### src/rtl/perif_irq_pkg.sv
package perif_irq_pkg;
  localparam int FLAG_W = 8;

  localparam int BIT_PORT = 7;
  localparam int BIT_ADC  = 6;
  localparam int BIT_RX   = 5;
  localparam int BIT_TX   = 4;
  localparam int BIT_SYNC = 3;
  localparam int BIT_CCP  = 2;
  localparam int BIT_TMR2 = 1;
  localparam int BIT_TMR1 = 0;

  // strobes from control to datapath
  typedef struct packed {
    logic              wrStb;
    logic [FLAG_W-1:0] wrVal;
    logic [FLAG_W-1:0] setVec;
  } flagStb_t;

  function automatic logic [FLAG_W-1:0] stickyMask(input bit reduced);
    logic [FLAG_W-1:0] m;
    m = '1;
    m[BIT_RX] = 1'b0;
    m[BIT_TX] = 1'b0;
    if (reduced) m[BIT_PORT] = 1'b0;
    return m;
  endfunction
endpackage

### src/rtl/perif_irq_ctrl.sv
module perif_irq_ctrl
  import perif_irq_pkg::*;
#(
  parameter logic [FLAG_W-1:0] STICKY_MASK = 8'hCF
) (
  input  logic              busSel,
  input  logic              busWe,
  input  logic [FLAG_W-1:0] busWdata,
  input  logic              evtPort,
  input  logic              evtAdc,
  input  logic              evtSync,
  input  logic              evtCcp,
  input  logic              ccpPwmMode,
  input  logic              evtTmr2,
  input  logic              evtTmr1,
  output flagStb_t          stb
);
  logic [FLAG_W-1:0] rawEvt;

  always_comb begin
    rawEvt           = '0;
    rawEvt[BIT_PORT] = evtPort;
    rawEvt[BIT_ADC]  = evtAdc;
    rawEvt[BIT_SYNC] = evtSync;
    rawEvt[BIT_CCP]  = evtCcp & ~ccpPwmMode;  // no capture/compare events in PWM mode
    rawEvt[BIT_TMR2] = evtTmr2;
    rawEvt[BIT_TMR1] = evtTmr1;
  end

  always_comb begin
    stb.wrStb  = busSel & busWe;
    stb.wrVal  = busWdata & STICKY_MASK;
    stb.setVec = rawEvt & STICKY_MASK;
  end
endmodule

### src/rtl/perif_irq_dp.sv
module perif_irq_dp
  import perif_irq_pkg::*;
#(
  parameter logic [FLAG_W-1:0] STICKY_MASK = 8'hCF
) (
  input  logic              clk,
  input  logic              rstN,
  input  flagStb_t          stb,
  input  logic              rxFull,
  input  logic              txEmpty,
  input  logic [FLAG_W-1:0] enMask,
  input  logic              globalEn,
  output logic [FLAG_W-1:0] flagsRd,
  output logic              irqOut
);
  logic [FLAG_W-1:0] sticky;
  logic [FLAG_W-1:0] levels;

  for (genvar i = 0; i < FLAG_W; i++) begin : g_bit
    if (STICKY_MASK[i]) begin : g_flop
      always_ff @(posedge clk or negedge rstN) begin
        if (!rstN)
          sticky[i] <= 1'b0;
        else if (stb.setVec[i])
          sticky[i] <= 1'b1;          // event beats a same-cycle clear
        else if (stb.wrStb)
          sticky[i] <= stb.wrVal[i];
      end
    end else begin : g_none
      assign sticky[i] = 1'b0;
    end
  end

  always_comb begin
    levels         = '0;
    levels[BIT_RX] = rxFull;
    levels[BIT_TX] = txEmpty;
  end

  assign flagsRd = sticky | levels;
  assign irqOut  = globalEn & (|(flagsRd & enMask));
endmodule

### src/rtl/perif_irq_flags.sv
module perif_irq_flags
  import perif_irq_pkg::*;
#(
  parameter bit REDUCED_PINS = 1'b0
) (
  input  logic              clk,
  input  logic              rstN,
  input  logic              busSel,
  input  logic              busWe,
  input  logic [FLAG_W-1:0] busWdata,
  output logic [FLAG_W-1:0] busRdata,
  input  logic              evtPort,
  input  logic              evtAdc,
  input  logic              evtSync,
  input  logic              evtCcp,
  input  logic              ccpPwmMode,
  input  logic              evtTmr2,
  input  logic              evtTmr1,
  input  logic              rxFull,
  input  logic              txEmpty,
  input  logic [FLAG_W-1:0] enMask,
  input  logic              globalEn,
  output logic              irqOut
);
  localparam logic [FLAG_W-1:0] STICKY_MASK = stickyMask(REDUCED_PINS);

  flagStb_t stb;

  perif_irq_ctrl #(.STICKY_MASK(STICKY_MASK)) u_ctrl (
    .busSel(busSel), .busWe(busWe), .busWdata(busWdata),
    .evtPort(evtPort), .evtAdc(evtAdc), .evtSync(evtSync),
    .evtCcp(evtCcp), .ccpPwmMode(ccpPwmMode),
    .evtTmr2(evtTmr2), .evtTmr1(evtTmr1),
    .stb(stb)
  );

  perif_irq_dp #(.STICKY_MASK(STICKY_MASK)) u_dp (
    .clk(clk), .rstN(rstN), .stb(stb),
    .rxFull(rxFull), .txEmpty(txEmpty),
    .enMask(enMask), .globalEn(globalEn),
    .flagsRd(busRdata), .irqOut(irqOut)
  );
endmodule

### config.mk
export PLATFORM = sky130hd
export DESIGN_NAME = perif_irq_flags
export DESIGN_NICKNAME = d
export VERILOG_FILES = /design/src/rtl/perif_irq_pkg.sv /design/src/rtl/perif_irq_ctrl.sv /design/src/rtl/perif_irq_dp.sv /design/src/rtl/perif_irq_flags.sv
export SDC_FILE = /design/constraint.sdc
export NUM_CORES = 1
export LEC_CHECK = 0
export ABC_CLOCK_PERIOD_IN_PS = 1100
export BUFFER_PORTS_ARGS = -buffer_cell sky130_fd_sc_hd__buf_2
export CAP_MARGIN = 30
export CORE_AREA = 2 2 39 41
export DETAILED_ROUTE_END_ITERATION = 12
export DIE_AREA = 0 0 41 43
export PLACE_DENSITY = 0.73
export RECOVER_POWER = 25
export SETUP_SLACK_MARGIN = 0.1
export SYNTH_ARGS = -nofsm -noshare
export SYNTH_HDL_FRONTEND = slang
export SYNTH_HIERARCHICAL = 1
export SYNTH_SLANG_ARGS = --single-unit
### constraint.sdc
create_clock -name clk -period 1.1 [get_ports clk]
set_input_delay 0.055 -clock clk [delete_from_list [all_inputs] [get_ports clk]]
set_output_delay 0.055 -clock clk [all_outputs]
set_load 0.03 [all_outputs]
==> out/qor.csv <==
stage;metric;value;unit
power;maximum VDD drop;0.3672;mV
power;Sw Ratio;0.2899;
status;status;finished, violations left;
route;DRC;0;
finish;Post-Layout Cell Count;88;
job;Max Cap Viol;0;
placement;hpwl dp;700.5;µm
sta;Hold WS;0.02292;ns
route;drt first pass iters;3;
clock_tree;clk buf depth;2;
placement;port buffer count;36;
power;switching pwr;0.1921;mW
floorplan;Die W;41;µm
sta;Final Max Slew Viols;0;
worst_hold_path;hold crit path type;input port to register;
sta;setup TNS;-0.08950;ns
setup_path;WS Path Type;register to primary output;
grt;vias in the first global route;358;
route;routed wire length;938;µm
setup_path;CP Launch Type;register;
power;share of power burned in registers;0.382;
power;Int Power;0.4707;mW
sta;crit share post-route;1.081;
power;Clk pwr share;0.303;
power;Pwr Density;1033;nW/µm²
clock_tree;post-CTS setup buffer count;0;
placement;GPL Wtd Cong;0.6192;
logic_synthesis;Synth Warn #;6;
floorplan;core box area;1384;µm²
sta;unrepaired setup endpoints after global routing;true;
grt;first-pass GRT wire length;1331;µm
grt;GRT overflow;0;
finish;synthesis-to-layout area growth;50.88;%
placement;pre-CTS WS;0.05098;ns
sta;FMAX;840.7;MHz
clock_tree;Root Driver;clkbuf_4;
finish;diode count;0;
power;leakage power;0.3038;nW
finish;Fill cells;139;
logic_synthesis;Syn Nets;70;
floorplan;Die Span Y;43;µm
floorplan;Initial Utilization;0.3074;
setup_path;critical path peak fanout;3;
finish;area of the multi-input gates;185.2;µm²
setup_path;WP data required;1.04;ns
placement;Post-Place Cells;79;
finish;layout cells sized above 1;0.7917;
power;Final Power;0.6628;mW
sta;Final setup viols;1;
sta;setup slack after layout;-0.08950;ns
sta;Max-slew headroom;0.6963;
clock_tree;clock net sink count;6;
grt;largest net degree at the start of global routing;12;
route;drt wl/cell;10.66;µm
clock_tree;Clock Pin Slew Worst Setup and Hold Paths;0.04;ns
clock_tree;Skew-Pair Late Insertion Delay;0.24;ns
setup_path;Critical Path, Cell by Cell;a22oi_2 -> a41oi_2 -> buf_6;
placement;Placed Area;539.3;µm²
floorplan;Site Rows;14;
logic_synthesis;Post-Synthesis Cells;40;
status;failing checks;setup timing;
grt;GRT Total Usage;0.1198;
finish;Largest register FFs;6;
logic_synthesis;Post-Syn Area;425.4;µm²
clock_tree;htree depth;1;
route;via count;394;
setup_path;crit path capture type;primary output;
power;Comb pwr share;0.315;
setup_path;setup slack, reg-to-reg;0.16;ns
finish;cell area after layout;641.9;µm²
route;DRT iter0 DRCs;2;
finish;nets@finish;104;
sta;fin crit period;1.189;ns
clock_tree;CTS tree;done;
floorplan;full die area;1763;µm²
setup_path;longest individual stage delay on the worst path;0.40;ns
clock_tree;CTS Buf Count;3;
grt;initial antenna violation count;0;
sta;Worst-Margin Slew;0.4556;ns
sta;worst clock skew;0;ns
finish;Reg with most FFs;u_dp/sticky;
finish;largest registers;u_dp/sticky x6;
route;via-per-instance ratio;4.477;
floorplan;Ports;39;
route;Final ANT Viol Nets;0;
finish;final core occ;0.4638;
setup_path;CP max stage cell;dfrtp_2;
sta;final hold violations;0;
setup_path;Critical Path AT;1.13;ns
finish;Seq. cell area;157.7;µm²
logic_synthesis;Syn Area/Cell;10.64;µm²
-- critical path, delay by kind of cell (launching register included) --
kind	cells	cell delay (ns)
compound gates	2	0.32
buf+inv	1	0.16
flops	1	0.40
-- repair_timing --
action | CTS | global route
resized for setup | 5 | 0
setup endpoints to repair | 1 | 1
pin swaps | 4 | 0
hold buffers | 6 | 0
endpoints found under the hold margin | 11 | 0
-- cell usage in the layout, fill, tap and decap left out, types with 2 or more instances in the layout --
master	n
a211o_1	3
a211o_2	3
a22oi_2	3
buf_2	34
clkbuf_4	3
dfrtp_2	6
dlygate4sd3_1	6
nor2b_1	2
nor2b_2	4
-- path summary, 6_finish.rpt --
| check | startpoint | endpoint | cells after the start |
|---|---|---|---|
| worst max-delay path | u_dp/sticky[3] | irqOut | 3 |
| worst min register to register | u_dp/sticky[1] | u_dp/sticky[1] | 2 |
| max in group asynchronous | rstN | u_dp/sticky[1] | 2 |
| worst min-delay path | busWdata[7] | u_dp/sticky[7] | 2 |
| min in group asynchronous | rstN | u_dp/sticky[3] | 2 |
| worst max register to register | u_dp/sticky[6] | u_dp/sticky[6] | 2 |
-- power by group through the flow --
stage	clock network (mW)	logic, mW	registers, mW
floorplan	0	0.106	0.287
global placement	0	0.182	0.254
detailed placement	0	0.185	0.254
CTS	0.217	0.211	0.254
global route	0.236	0.230	0.255
finish	0.201	0.209	0.253
-- per-layer routing --
metal	up-vias	GRT usage	part of all wire
li1	193	-	-
met1	177	0.1104	0.34
met2	24	0.2000	0.53
met3	0	0.04712	0.13
met4	0	0.08000	0
met5	-	0	0
-- layout make-up --
| class | count | share of cell area |
|---|---|---|
| Timing Repair Buffer | 43 | 0.3938 |
| Inverter | 1 | 0.005848 |
| Sequential cell | 6 | 0.2456 |
| Clock buffer | 3 | 0.03509 |
| Tap cell | 16 | 0.03119 |
| Multi-Input combinational cell | 19 | 0.2885 |
Power figures use the tool's default switching activity.
